[config.mk]
export PLATFORM = sky130hd
export DESIGN_NAME = frame_shifter
export DESIGN_NICKNAME = d
export VERILOG_FILES = /design/src/rtl/fs_pkg.sv /design/src/rtl/fs_edge.sv /design/src/rtl/fs_view.sv /design/src/rtl/fs_match.sv /design/src/rtl/frame_shifter.sv
export SDC_FILE = /design/constraint.sdc
export NUM_CORES = 1
export LEC_CHECK = 0
export BUFFER_PORTS_ARGS = -buffer_cell sky130_fd_sc_hd__buf_4
export CORE_MARGIN = 2
export CORE_UTILIZATION = 54
export CTS_BUF_LIST = sky130_fd_sc_hd__clkbuf_4 sky130_fd_sc_hd__clkbuf_8
export DETAILED_ROUTE_END_ITERATION = 10
export PLACE_DENSITY = 0.84
export SYNTH_ARGS = -nofsm -noshare
export SYNTH_HDL_FRONTEND = slang
export SYNTH_HIERARCHICAL = 1
export SYNTH_SLANG_ARGS = --single-unit
[constraint.sdc]
create_clock -name clk -period 7 [get_ports clk]
set_input_delay 0.7 -clock clk [delete_from_list [all_inputs] [get_ports clk]]
set_output_delay 0.7 -clock clk [all_outputs]
set_load 0.005 [all_outputs]
[src/rtl/fs_pkg.sv]
// Shared codes for the framed shift engine.
// Assumes: field encodings fixed by the block's configuration interface.
package fs_pkg;

    typedef enum logic [2:0] {
        MD_OFF    = 3'd0,
        MD_RX     = 3'd1,
        MD_TX     = 3'd2,
        MD_MSTORE = 3'd4,
        MD_MCONT  = 3'd5
    } fs_mode_e;

    typedef enum logic [2:0] {
        PH_IDLE,
        PH_WAIT,
        PH_START,
        PH_DATA,
        PH_STOP
    } fs_phase_e;

    localparam logic [1:0] VIEW_NORM    = 2'd0;
    localparam logic [1:0] VIEW_BITREV  = 2'd1;
    localparam logic [1:0] VIEW_BYTEREV = 2'd2;
    localparam logic [1:0] VIEW_INBYTE  = 2'd3;

    localparam logic [1:0] START_LATE   = 2'd1;

endpackage

[src/rtl/fs_edge.sv]
// Shift-clock edge and frame-window detector.
// Assumes shift_clk and tmr_en are synchronous to clk and change at most
// once per clk cycle; one register stage per input.
module fs_edge (
    input  logic clk,
    input  logic rst_n,
    input  logic shift_clk,
    input  logic clk_pol,
    input  logic tmr_en,
    output logic shift_ev,
    output logic frame_go,
    output logic frame_end
);
    logic sclk_q;
    logic en_q;

    // Delay both inputs one cycle for edge detection.
    always_ff @(posedge clk) begin
        if (!rst_n) begin
            sclk_q <= 1'b0;
            en_q   <= 1'b0;
        end else begin
            sclk_q <= shift_clk;
            en_q   <= tmr_en;
        end
    end

    // Pick the active edge and flag the frame boundaries.
    always_comb begin
        shift_ev  = clk_pol ? (sclk_q & ~shift_clk) : (~sclk_q & shift_clk);
        frame_go  = tmr_en & ~en_q;
        frame_end = ~tmr_en & en_q;
    end
endmodule

[src/rtl/fs_view.sv]
// Buffer view permutation: plain, full bit reversal, byte order reversal,
// bit reversal inside each byte. Assumes DW is a multiple of 8.
module fs_view #(
    parameter int DW = 32
) (
    input  logic [1:0]    sel,
    input  logic [DW-1:0] din,
    output logic [DW-1:0] dout
);
    import fs_pkg::*;
    localparam int NB = DW / 8;

    logic [DW-1:0] rev_all;
    logic [DW-1:0] rev_bytes;
    logic [DW-1:0] rev_in_byte;

    for (genvar i = 0; i < DW; i++) begin : g_bit
        assign rev_all[i] = din[DW-1-i];
    end

    for (genvar b = 0; b < NB; b++) begin : g_byte
        for (genvar k = 0; k < 8; k++) begin : g_lane
            assign rev_bytes[8*b+k]   = din[8*(NB-1-b)+k];
            assign rev_in_byte[8*b+k] = din[8*b+7-k];
        end
    end

    // Select the requested view.
    always_comb begin
        case (sel)
            VIEW_BITREV:  dout = rev_all;
            VIEW_BYTEREV: dout = rev_bytes;
            VIEW_INBYTE:  dout = rev_in_byte;
            default:      dout = din;
        endcase
    end
endmodule

[src/rtl/fs_match.sv]
// Masked half-word comparator. Window is the upper half of the candidate
// shift value; the pattern is the buffer's lower half, the mask its upper
// half (1 = ignore that position).
module fs_match #(
    parameter int DW = 32
) (
    input  logic [DW-1:0] cand,
    input  logic [DW-1:0] pat_buf,
    output logic          hit
);
    localparam int H = DW / 2;

    // Compare only the positions the mask keeps.
    always_comb begin
        hit = (((cand[DW-1:H] ^ pat_buf[H-1:0]) & ~pat_buf[DW-1:H]) == '0);
    end
endmodule

[src/rtl/frame_shifter.sv]
// Framed shift engine: transmit, receive and pattern match on one shift
// register, with optional start/stop slots and a permuted buffer.
// Assumes an outside timer supplies the frame window and shift clock,
// and that all inputs are synchronous to clk.
module frame_shifter #(
    parameter int DW = 32
) (
    input  logic          clk,
    input  logic          rst_n,
    input  logic [2:0]    mode,
    input  logic [1:0]    start_cfg,
    input  logic [1:0]    stop_cfg,
    input  logic          chain_sel,
    input  logic          clk_pol,
    input  logic          shift_clk,
    input  logic          tmr_en,
    input  logic          pin_in,
    input  logic          chain_in,
    input  logic          buf_wr,
    input  logic [1:0]    wr_view,
    input  logic [DW-1:0] wr_data,
    input  logic          buf_rd,
    input  logic [1:0]    rd_view,
    output logic [DW-1:0] buf_rd_data,
    input  logic          clr_stat,
    input  logic          clr_err,
    output logic          ser_out,
    output logic          chain_out,
    output logic          stat_flag,
    output logic          err_flag
);
    import fs_pkg::*;

    localparam int H  = DW / 2;
    localparam int CW = $clog2(DW);
    localparam logic [CW-1:0] CNT_LAST  = CW'(DW - 1);
    localparam logic [CW-1:0] HALF_LAST = CW'(H - 1);

    logic          shift_ev, frame_go, frame_end;
    logic [DW-1:0] wr_norm;
    logic [DW-1:0] sr, sr_n, sr_in;
    logic [DW-1:0] buf_q, buf_n;
    logic          buf_full, full_n;
    logic [CW-1:0] cnt, cnt_n;
    fs_phase_e     phase, phase_n;
    logic          set_stat, set_err, do_load, do_xfer;
    logic          in_bit, hit;
    logic          is_tx, is_rx, is_mcont, is_mstore, active;
    logic          start_on, stop_on;

    fs_edge u_edge (
        .clk       (clk),
        .rst_n     (rst_n),
        .shift_clk (shift_clk),
        .clk_pol   (clk_pol),
        .tmr_en    (tmr_en),
        .shift_ev  (shift_ev),
        .frame_go  (frame_go),
        .frame_end (frame_end)
    );

    fs_view #(.DW(DW)) u_wr_view (
        .sel  (wr_view),
        .din  (wr_data),
        .dout (wr_norm)
    );

    fs_view #(.DW(DW)) u_rd_view (
        .sel  (rd_view),
        .din  (buf_q),
        .dout (buf_rd_data)
    );

    fs_match #(.DW(DW)) u_match (
        .cand    (sr_in),
        .pat_buf (buf_q),
        .hit     (hit)
    );

    // Decode the mode and framing fields.
    always_comb begin
        is_tx     = (mode == MD_TX);
        is_rx     = (mode == MD_RX);
        is_mcont  = (mode == MD_MCONT);
        is_mstore = (mode == MD_MSTORE);
        active    = is_tx | is_rx | is_mcont | is_mstore;
        start_on  = start_cfg[1];
        stop_on   = stop_cfg[1];
        in_bit    = chain_sel ? chain_in : pin_in;
        sr_in     = {in_bit, sr[DW-1:1]};
    end

    // Frame sequencing, shifting, buffer hand-over and flag events.
    always_comb begin
        phase_n  = phase;
        sr_n     = sr;
        cnt_n    = cnt;
        buf_n    = buf_q;
        full_n   = buf_full;
        set_stat = 1'b0;
        set_err  = 1'b0;
        do_load  = 1'b0;
        do_xfer  = 1'b0;
        if (buf_rd) full_n = 1'b0;
        if (buf_wr) begin
            buf_n  = wr_norm;
            full_n = 1'b1;
        end
        if (!active) begin
            phase_n = PH_IDLE;
            cnt_n   = '0;
        end else if (frame_end) begin
            phase_n = PH_IDLE;
        end else if (frame_go) begin
            cnt_n = '0;
            if (is_tx) begin
                if (start_cfg == START_LATE) begin
                    phase_n = PH_WAIT;
                end else begin
                    do_load = 1'b1;
                    phase_n = start_on ? PH_START : PH_DATA;
                end
            end else begin
                sr_n    = '0;
                phase_n = (is_rx && start_on) ? PH_START : PH_DATA;
            end
        end else if (shift_ev) begin
            case (phase)
                PH_WAIT: begin
                    do_load = 1'b1;
                    phase_n = PH_DATA;
                end
                PH_START: begin
                    if (is_rx && (in_bit != start_cfg[0])) set_err = 1'b1;
                    phase_n = PH_DATA;
                end
                PH_DATA: begin
                    if (is_tx) begin
                        sr_n  = {1'b0, sr[DW-1:1]};
                        cnt_n = cnt + 1'b1;
                        if (cnt == CNT_LAST) begin
                            cnt_n = '0;
                            if (stop_on) phase_n = PH_STOP;
                            else         do_load = 1'b1;
                        end
                    end else if (is_rx) begin
                        sr_n  = sr_in;
                        cnt_n = cnt + 1'b1;
                        if (cnt == CNT_LAST) begin
                            cnt_n   = '0;
                            do_xfer = 1'b1;
                            if (stop_on) phase_n = PH_STOP;
                        end
                    end else if (is_mcont) begin
                        sr_n = sr_in;
                        if (hit) set_stat = 1'b1;
                    end else begin
                        sr_n  = sr_in;
                        cnt_n = cnt + 1'b1;
                        if (cnt == HALF_LAST) begin
                            cnt_n = '0;
                            if (hit) begin
                                if (stat_flag) set_err = 1'b1;
                                set_stat       = 1'b1;
                                buf_n[H-1:0]   = sr_in[DW-1:H];
                            end
                        end
                    end
                end
                PH_STOP: begin
                    if (is_rx) begin
                        if (in_bit != stop_cfg[0]) set_err = 1'b1;
                        phase_n = PH_IDLE;
                    end
                end
                default: begin
                    phase_n = phase;
                end
            endcase
        end
        if (do_load) begin
            if (full_n) begin
                sr_n     = buf_q;
                full_n   = 1'b0;
                set_stat = 1'b1;
            end else begin
                set_err = 1'b1;
            end
        end
        if (do_xfer) begin
            if (full_n) set_err = 1'b1;
            buf_n    = sr_in;
            full_n   = 1'b1;
            set_stat = 1'b1;
        end
    end

    // State registers and sticky flags with write-one-to-clear.
    always_ff @(posedge clk) begin
        if (!rst_n) begin
            phase     <= PH_IDLE;
            sr        <= '0;
            cnt       <= '0;
            buf_q     <= '0;
            buf_full  <= 1'b0;
            stat_flag <= 1'b0;
            err_flag  <= 1'b0;
        end else begin
            phase     <= phase_n;
            sr        <= sr_n;
            cnt       <= cnt_n;
            buf_q     <= buf_n;
            buf_full  <= full_n;
            stat_flag <= set_stat | (stat_flag & ~clr_stat);
            err_flag  <= active & (set_err | (err_flag & ~clr_err));
        end
    end

    // Serial line: idle high outside a transmit frame.
    always_comb begin
        ser_out = 1'b1;
        if (is_tx) begin
            case (phase)
                PH_START: ser_out = start_cfg[0];
                PH_DATA:  ser_out = sr[0];
                PH_STOP:  ser_out = stop_cfg[0];
                default:  ser_out = 1'b1;
            endcase
        end
        chain_out = sr[0];
    end
endmodule

# Word level (Yosys, flattened, before mapping)
# Index checks and enable logic that the tools add are counted.
# W data, S select, Z words.
dict set report op_classes {
  add_sub_neg 1
  eq_ne 22
  muxes 100
  n_bitwise 24
  reduce_logical 12
}
# op n
set op_table {}
lappend op_table {{$mux W32} 11}
lappend op_table {{$pmux W32 S3} 2}
lappend op_table {{$mux W16} 10}
lappend op_table {{$mux W1} 56}
lappend op_table {{$mux W5} 8}
lappend op_table {{$mux W3} 8}
lappend op_table {{$and A16 B16 Y16} 1}
lappend op_table {{$logic_not A16 Y1} 1}
lappend op_table {{$not A16 Y16} 1}
lappend op_table {{$xor A16 B16 Y16} 1}
lappend op_table {{$eq A3 B2 Y1 const B} 3}
lappend op_table {{$eq A3 B3 Y1 const B} 3}
lappend op_table {{$not A1 Y1} 9}
lappend op_table {{$pmux W3 S3} 1}
lappend op_table {{$eq A2 B2 Y1 const B} 4}
lappend op_table {{$ne A4 B4 Y1 const B} 2}
lappend op_table {{$reduce_and A4 Y1} 2}
lappend op_table {{$and A1 B1 Y1} 7}
lappend op_table {{$eq A2 B1 Y1 const B} 3}
lappend op_table {{$eq A3 B1 Y1 const B} 2}
lappend op_table {{$pmux W1 S3} 2}
lappend op_table {{$reduce_bool A2 Y1} 3}
lappend op_table {{$add A5 B1 Y5 const B} 1}
lappend op_table {{$eq A5 B4 Y1 const B} 1}
lappend op_table {{other kinds (11)} 17}
dict set report totals {
  reg_bits 77
  inputBits 55
  out_inout_bits 36
  elab_cells 169
}

# Depth between registers and ports, before layout
# Gate-level depths: netlist (run 1).
dict set report depth {
  word_depth 20
  mapped_depth 12
  mapped_depth_nobuf 11
}

# Hierarchy
# The synthesis (run 1) kept the hierarchy.
# mod n_inst cells_each area_each_um2 seq_area_each_um2
set by_module_without_submodules {}
lappend by_module_without_submodules {frame_shifter 1 484 4372.9 1501.4}
lappend by_module_without_submodules {fs_view 2 40 824.5 0.0}
lappend by_module_without_submodules {fs_match 1 27 209.0 0.0}
lappend by_module_without_submodules {fs_edge 1 9 87.6 40.0}

# Least setup slack after synthesis (run 1)
# Ideal clock, no wire load.
dict set report synth_path {
  kind {input to register}
  start {input chain_sel}
  end {register buf_q[5]}
  setup_ns 0.124
  arrival_time_ns 2.933
  t_required_ns 6.876
  slack_ns 3.942
  stages 12
  path_buffers 1
  cell_sequence {mux2i_1 > inv_1 > xnor2_1 > o22ai_1 > or4_1 > nor2_1 > nand2_1 > nor3_1 > nand3_4 > buf_4 > mux2i_1 > o22ai_1}
}
dict set report synth_between {
  elab_chain_cells 15
}
# element line
set synth_rtl {}
lappend synth_rtl {{start: declaration} frame_shifter.sv:13} ;# input logic chain_sel,
lappend synth_rtl {{$mux W1} frame_shifter.sv:89} ;# in_bit = chain_sel ? chain_in : pin_in;
lappend synth_rtl {{named net in_bit} frame_shifter.sv:47} ;# logic in_bit, hit;
lappend synth_rtl {{$xor A16 B16 Y16} fs_match.sv:15} ;# hit = (((cand[DW-1:H] ^ pat_buf[H-1:0]) & ~pat_buf[DW-1:H]) == '0);
lappend synth_rtl {{$and A16 B16 Y16} fs_match.sv:15}
lappend synth_rtl {{$logic_not A16 Y1} fs_match.sv:15}
lappend synth_rtl {{named net hit} frame_shifter.sv:47}
lappend synth_rtl {{$mux W16} frame_shifter.sv:162} ;# if (hit) begin
lappend synth_rtl {{$mux W16} frame_shifter.sv:160} ;# if (cnt == HALF_LAST) begin
lappend synth_rtl {{$mux W16} frame_shifter.sv:154} ;# end else if (is_mcont) begin
lappend synth_rtl {{$mux W16} frame_shifter.sv:146} ;# end else if (is_rx) begin
lappend synth_rtl {{$mux W16} frame_shifter.sv:138} ;# if (is_tx) begin
lappend synth_rtl {{$mux W16} frame_shifter.sv:128} ;# case (phase)
lappend synth_rtl {{$mux W16} frame_shifter.sv:127} ;# end else if (shift_ev) begin
lappend synth_rtl {{$mux W16} frame_shifter.sv:114} ;# end else if (frame_go) begin
lappend synth_rtl {{$mux W16} frame_shifter.sv:112} ;# end else if (frame_end) begin
lappend synth_rtl {{$mux W16} frame_shifter.sv:109} ;# if (!active) begin
lappend synth_rtl {{$mux W32} frame_shifter.sv:190} ;# if (do_xfer) begin
lappend synth_rtl {{end signal: assignment} frame_shifter.sv:212} ;# buf_q <= buf_n;
lappend synth_rtl {{end: declaration} frame_shifter.sv:42} ;# logic [DW-1:0] buf_q, buf_n;
# The timed path passes the listed nets, and every way through them passes these cells.
# A chain may end at the register's enable or synchronous reset.

# Final worst setup path (run 1)
dict set report layout_path {
  start {register cnt[0]}
  end {register buf_q[2]}
}
dict set report layout_between {
  elab_chain_cells 11
  word_cells_on_any_way 20
}
# element line
set layout_rtl {}
lappend layout_rtl {{start: declaration} frame_shifter.sv:44} ;# logic [CW-1:0] cnt, cnt_n;
lappend layout_rtl {{start signal: assignment} frame_shifter.sv:211} ;# cnt <= cnt_n;
lappend layout_rtl {{$eq A5 B4 Y1} frame_shifter.sv:160}
lappend layout_rtl {{$mux W16} frame_shifter.sv:160}
lappend layout_rtl {{$mux W16} frame_shifter.sv:154}
lappend layout_rtl {{$mux W16} frame_shifter.sv:146}
lappend layout_rtl {{$mux W16} frame_shifter.sv:138}
lappend layout_rtl {{$mux W16} frame_shifter.sv:128}
lappend layout_rtl {{$mux W16} frame_shifter.sv:127}
lappend layout_rtl {{$mux W16} frame_shifter.sv:114}
lappend layout_rtl {{$mux W16} frame_shifter.sv:112}
lappend layout_rtl {{$mux W16} frame_shifter.sv:109}
lappend layout_rtl {{$mux W32 (*)} frame_shifter.sv:190}
# Every way passes the cells marked *; elsewhere a longest branch is shown, timed or not.

==> results of run 1 <==
-- worst max-delay path by stage --
stage,from,end,slack [ns],depth (start not counted)
after floorplan,chain_sel,buf_q[5],3.94,12
after global placement,chain_sel,buf_q[1],3.28,12
after detailed placement,chain_sel,buf_q[12],3.22,12
after CTS,cnt[0],buf_q[2],3.48,7
after global routing,cnt[0],buf_q[1],3.14,7
final,cnt[0],buf_q[2],3.33,7
-- state kept, by name (all words and copies together), names as in the netlist --
signal,flops
buf_full,1
buf_q,32
cnt,5
err_flag,1
phase,3
sr,32
stat_flag,1
u_edge/en_q,1
u_edge/sclk_q,1
-- power by group --
| group | leakage, nW | internal [W] | switching (W) |
|---|---|---|---|
| Clock | 0.103 | 0.000170 | 0.000184 |
| Combinational | 1.97 | 0.000154 | 0.000125 |
| Sequential | 0.628 | 0.000457 | 0.0000421 |
-- worst max-delay path: stages, from the launching register on --
cell,delay (ns)
sky130_fd_sc_hd__dfxtp_1,0.39
sky130_fd_sc_hd__ha_1,0.21
sky130_fd_sc_hd__and3_1,0.22
sky130_fd_sc_hd__ha_1,0.24
sky130_fd_sc_hd__nor3b_1,0.43
sky130_fd_sc_hd__nand3_2,0.87
sky130_fd_sc_hd__nand2_1,0.93
sky130_fd_sc_hd__o22ai_1,0.20
-- cell families (layout without fill, tap and decap cells) --
| family | after synthesis | count (layout) | share of synthesized area [%] |
|---|---|---|---|
| and+or+nand+nor | 193 | 193 | 16.02 |
| AOI/OAI and AO/OA | 123 | 123 | 16.75 |
| muxes | 117 | 117 | 31.76 |
| DFF | 77 | 77 | 24.40 |
| buffers and inverters | 66 | 119 | 7.505 |
| xor gates and xnor gates | 20 | 20 | 2.772 |
| adders and majority gates | 4 | 4 | 0.7921 |
-- per-layer routing --
metal  part of all wire, %  track usage [%]  up-vias
met5                     0                0        -
met4                   3.9            11.71        0
met3                   8.7            5.184       61
met2                    48            45.26      329
met1                    39            37.99     2780
li1                      -                -     2447
-- final cells by class --
cell class                      instances  share of cell area (%)
Multi-Input combinational cell        457                   61.76
Sequential cell                        77                   22.13
Timing Repair Buffer                   94                   10.13
Tap cell                              143                   2.568
Clock buffer                            9                   1.778
Clock inverter                          7                   1.149
Inverter                                9                  0.4849
-- through the flow --
stage                     setup WS [ns]  power [W]  hold WS, ns  utilization (%)  area [um^2]
after floorplan                   3.942  0.0006851       0.4483                -         6319
after global placement            3.275  0.0007702       0.4654            59.23         6763
after detailed placement          3.221  0.0007801       0.4803            59.23         6763
after CTS                         3.479   0.001127       0.4930            61.01         6967
after global routing              3.137   0.001169       0.5208            61.01         6967
final                             3.332   0.001132       0.4977            61.01         6967
-- cells in the final DEF, fill, tap and decap left out, drive strengths merged, types with 5 or more instances in the layout --
cell type,count
xnor2,20
o211ai,11
nand4,5
nor2,52
mux2,19
o21ai,11
nand2b,5
buf,94
inv,12
a21oi,9
nand3,33
dfxtp,77
mux4,64
clkbuf,9
nand2,55
o22ai,27
a311oi,22
o211a,8
mux2i,34
nor3,10
a211oi,18
==> impl_metrics.csv, run 1 <==
group,metric,value,unit
timing,grt_setup_unrepaired,"no",
clocking,h-tree-depth,3,
timing,hold_violations,0,
logic_synthesis,synth-seq-cells,77,
floorplanning,floorplan.rows,39,
logic_synthesis,synth_cells,600,
cells_and_area,fillers,930,
cells_and_area,diodes,0,
power,power_density,162.5,nW/um^2
setup_path,setup.reg_to_reg.worst_slack,3.33,ns
logic_synthesis,synthesis.area_per_instance,10.53,um^2
cells_and_area,drive_gt1_share,34.92,%
grt,grt_pass1_vias,5240,
setup_path,timing.setup.critical_path_class,"flip-flop to flip-flop",
logic_synthesis,synth.area.top_cells,"sky130_fd_sc_hd__dfxtp_1 (24%), sky130_fd_sc_hd__mux4_2 (22%), sky130_fd_sc_hd__mux2i_1 (5.4%)",
logic_synthesis,yosys.cell_types.count,71,
clocking,clk_latency,0.36,ns
grt,initial_antenna_violation_count,0,
logic_synthesis,synth_enable_flop_cells,0,
placement,port_buffers,90,
setup_path,worst-endpoint-arrival,3.86,ns
worst_hold_path,worstHoldPathType,"flip-flop to flip-flop",
timing,timing_worst_slew_pin_value,1.052,ns
setup_path,setup.worst_path.start_class,"flip-flop",
clocking,cts-root-buf,"sky130_fd_sc_hd__clkbuf_8",
clocking,cts_buffer_depth,2,
timing,clock_skews,0.01348,ns
worst_hold_path,whs_path_depth,2,
floorplanning,initial_standard_cell_utilization_of_the_core,55.34,%
cells_and_area,finalNetCount,707,
timing,setup_violations,0,
setup_path,timing.critical_path.to_type,"flip-flop",
grt,grt_overflow,0,
logic_synthesis,synthDominantCellAreaShare,24.40,%
logic_synthesis,synth_nets,659,
setup_path,regToRegStartpoint,"cnt[0]",
worst_hold_path,worstHoldStart,"sr[13]",
floorplanning,die_width,112.2,um
detailed_routing,remaining_drc_errors,0,
logic_synthesis,ys_seq_area_share,24.40,%
clocking,num_cts_buffers,9,
cells_and_area,stdcell_count,796,
detailed_routing,finalWirelength,17.94,mm
cells_and_area,layout.area.seq,1541,um^2
flow_run,cap_viol_max_count,0,
timing,min_period_over_period,52.40,%
timing,fmax,272.6,MHz
timing,setup_tns,0,ns
setup_path,r2r_cells,7,
worst_hold_path,worst_min_delay_path_endpoint,"buf_q[12]",
detailed_routing,ant_nets,0,
setup_path,required,7.19,ns
floorplanning,design.portCount,91,
clocking,tritoncts_clock_tree,"built",
setup_path,timing.rr.end,"buf_q[2]",
grt,grt_max_degree,65,
logic_synthesis,syn-cell-area,6319,um^2
placement,detailed_place_hpwl,12.52,mm
grt,grt_pass1_wl,28.48,mm
placement,finalWeightedCongestion,0.9453,
floorplanning,die-height,112.2,um
logic_synthesis,synth_most_common_cell,"sky130_fd_sc_hd__dfxtp_1",
logic_synthesis,synthesis.yosys.warnings,6,
clocking,cts_sink_cnt,77,
cells_and_area,multi_input_area,4303,um^2
timing,max_slew_margin,29.79,%
detailed_routing,vias,5617,
run_status,run_status,"finished clean",
clocking,post_cts_hold_buffer_count,0,
clocking,worst_setup_hold_path_clk_slew,0.09,ns
detailed_routing,wl_per_cell,22.54,um
floorplanning,core_area,11420,um^2
clocking,post_cts_resize_count,0,
power,power.static_leakage,2.699,nW
detailed_routing,post_dr_vias_cell,7.057,
placement,placed_cells,780,
grt,grtUsageTotal,28.24,%
detailed_routing,drt-initial-drc-count,1055,
timing,final_max_slew_viol_count,0,
logic_synthesis,asyncSetResetFlopFracSynth,0,%
cells_and_area,areaGrowthSynthToFinish,10.26,%
detailed_routing,drt_pass1_iterations,6,
clocking,post_cts.repair.setup_buffers,0,
logic_synthesis,synth_top_cell_by_area,"sky130_fd_sc_hd__dfxtp_1",
setup_path,critical_path_peak_fanout,51,
logic_synthesis,dominantRegCellSynth,"sky130_fd_sc_hd__dfxtp_1",
power,ir_worst_vdd,0.1031,mV
floorplanning,die-area,12580,um^2
logic_synthesis,netlist_top_cells_count,"sky130_fd_sc_hd__dfxtp_1 (77), sky130_fd_sc_hd__mux4_2 (62), sky130_fd_sc_hd__nand2_1 (53)",
timing,period_needed,3.668,ns
Power figures use the tool's default switching activity.
==> run 2, diff against run 1 <==
- PLACE_DENSITY: 0.84 -> 0.87
- clock period: 7 -> 2.98 ns (I/O delays scaled with it)
==> run 2 against run 1 <==
Net effect: clock skew increased by 0.0025 ns; cell area increased by 1.5%; non-clock buffer count increased by 10; sequential cell count unchanged; routed wire length increased by 5.5%; combinational power increased by 140%; register-to-register slack got worse by 3.2 ns; critical path depth increased by 2.
==> impl_metrics.csv, run 2 (same netlist as run 1, synthesis figures left out) <==
group,metric,value,unit
run_status,run_status,"finished clean",
worst_hold_path,worstHoldPathType,"primary input to flip-flop",
setup_path,setup.worst_path.start_class,"flip-flop",
clocking,post_cts_hold_buffer_count,0,
detailed_routing,remaining_drc_errors,0,
detailed_routing,drt_pass1_iterations,8,
flow_run,cap_viol_max_count,0,
clocking,h-tree-depth,3,
setup_path,worst-endpoint-arrival,3.10,ns
grt,grt_pass1_vias,5630,
setup_path,required,3.20,ns
power,ir_worst_vdd,0.2970,mV
cells_and_area,finalNetCount,717,
setup_path,worst-path-buf-inv,0,
timing,clock_skews,0.01601,ns
clocking,tritoncts_clock_tree,"built",
floorplanning,design.portCount,91,
floorplanning,die_width,112.2,um
timing,min_period_over_period,96.53,%
cells_and_area,final_area,7068,um^2
timing,max_slew_margin,54.40,%
setup_path,timing.critical_path.to_type,"flip-flop",
timing,final_max_slew_viol_count,0,
floorplanning,die-area,12580,um^2
timing,setup_tns,0,ns
cells_and_area,layout_common_cells,"sky130_fd_sc_hd__buf_4 (104), sky130_fd_sc_hd__dfxtp_1 (77), sky130_fd_sc_hd__mux4_2 (62), sky130_fd_sc_hd__nand2_1 (53), sky130_fd_sc_hd__nor2_1 (51)",
setup_path,worst_path_max_delay_cell,"sky130_fd_sc_hd__or4_1",
setup_path,timing.critical_path.mode_cell,"sky130_fd_sc_hd__o22ai_1",
floorplanning,floorplan.rows,39,
cells_and_area,diodes,0,
detailed_routing,post_dr_vias_cell,7.249,
detailed_routing,finalWirelength,18.94,mm
floorplanning,die-height,112.2,um
clocking,cts-root-buf,"sky130_fd_sc_hd__clkbuf_8",
floorplanning,initial_standard_cell_utilization_of_the_core,55.34,%
grt,grt_overflow,0,
timing,period_needed,2.877,ns
clocking,cts_sink_cnt,77,
detailed_routing,ant_nets,0,
setup_path,timing.setup.critical_path_class,"flip-flop to flip-flop",
cells_and_area,fillers,857,
floorplanning,core_area,11420,um^2
clocking,clk_latency,0.37,ns
timing,setup_violations,0,
placement,port_buffers,90,
placement,finalWeightedCongestion,0.9903,
power,power.static_leakage,2.755,nW
clocking,cts_buffer_depth,2,
setup_path,critPathMaxStageDelay,0.58,ns
detailed_routing,vias,5843,
setup_path,critical_path_peak_fanout,16,
clocking,num_cts_buffers,9,
detailed_routing,wl_per_cell,23.50,um
cells_and_area,drive_gt1_share,35.90,%
timing,timing_worst_slew_pin_value,0.6824,ns
grt,grtUsageTotal,29.92,%
grt,grt_pass1_wl,29.97,mm
placement,placed_area,6838,um^2
setup_path,critical_path.cell_chain,"xnor2_1, o22ai_1, or4_1, nor2_1, nand2_1, nor3_1, nand3_4, mux2i_1, o22ai_1",
clocking,worst_setup_hold_path_clk_slew,0.09,ns
grt,initial_antenna_violation_count,0,
detailed_routing,drt-initial-drc-count,877,
clocking,post_cts.repair.setup_buffers,0,
clocking,post_cts_resize_count,0,
timing,hold_violations,0,
setup_path,crit_family,"simple AND/OR/NAND/NOR gates",
cells_and_area,areaGrowthSynthToFinish,11.86,%
power,power_density,392.3,nW/um^2
cells_and_area,most_common_cell_after_layout_fill_and_taps_aside,"sky130_fd_sc_hd__buf_4",
timing,grt_setup_unrepaired,"no",
placement,detailed_place_hpwl,12.94,mm
timing,fmax,347.6,MHz
cells_and_area,biggestRegsByFlops,"buf_q x32, sr x32, cnt x5",
grt,grt_max_degree,51,
run 2: changes by cell type in the layout (fill, tap and decap cells not counted), sizes merged:
cell and delta:
buf +10, clkinv -1, clkbuf +1, bufinv +1
clkinvlp +1, inv -2
run 2: routing by layer:
| metal | share of wire, % | up-vias | global-route usage (%) |
|---|---|---|---|
| met5 | 0 | - | 0 |
| met1 | 36 | 2800 | 37.69 |
| met2 | 48 | 447 | 46.51 |
| met3 | 10 | 131 | 7.613 |
| met4 | 6.8 | 0 | 18.05 |
| li1 | - | 2465 | - |
run 2: area by class of cell:
class                   instances  area [um^2]  share of cell area, %
inverters                       9        33.78                 0.4780
flip-flops and latches         77         1541                  21.81
repair buffers                104        780.7                  11.05
well taps                     143        178.9                  2.531
multi-input cells             457         4303                  60.88
clock inverters                 6        92.59                  1.310
clock buffers                  10        137.6                  1.947
run 2: report_power, final:
part / switching, W / internal, W / leakage [nW]
sequential: 0.0000966 / 0.00107 / 0.628
clock: 0.000427 / 0.000500 / 0.110
combinational: 0.000308 / 0.000368 / 2.02
run 2: metrics by stage:
step           utilization (%)  hold slack [ns]  std cells  setup WS (ns)  power, W
6_report                 61.90           0.1510        806         0.1034  0.002773
5_1_grt                  61.90           0.1514        806        0.07869  0.002851
4_1_cts                  61.90           0.1441        806         0.1707  0.002752
3_5_place_dp             59.88           0.4800        790        0.04151  0.001843
3_3_place_gp             59.88           0.4657        790         0.1771  0.001814
2_1_floorplan                -           0.4197        600         0.3243  0.001609
run 2: worst paths after layout:
path	startpoint	end	slack [ns]	cells past startpoint
max	buf_q[11]	buf_q[11]	0.10	9
min	tmr_en	u_edge/en_q	0.15	2
max reg2reg	buf_q[11]	buf_q[11]	0.10	9
min reg2reg	sr[13]	buf_q[12]	0.50	2
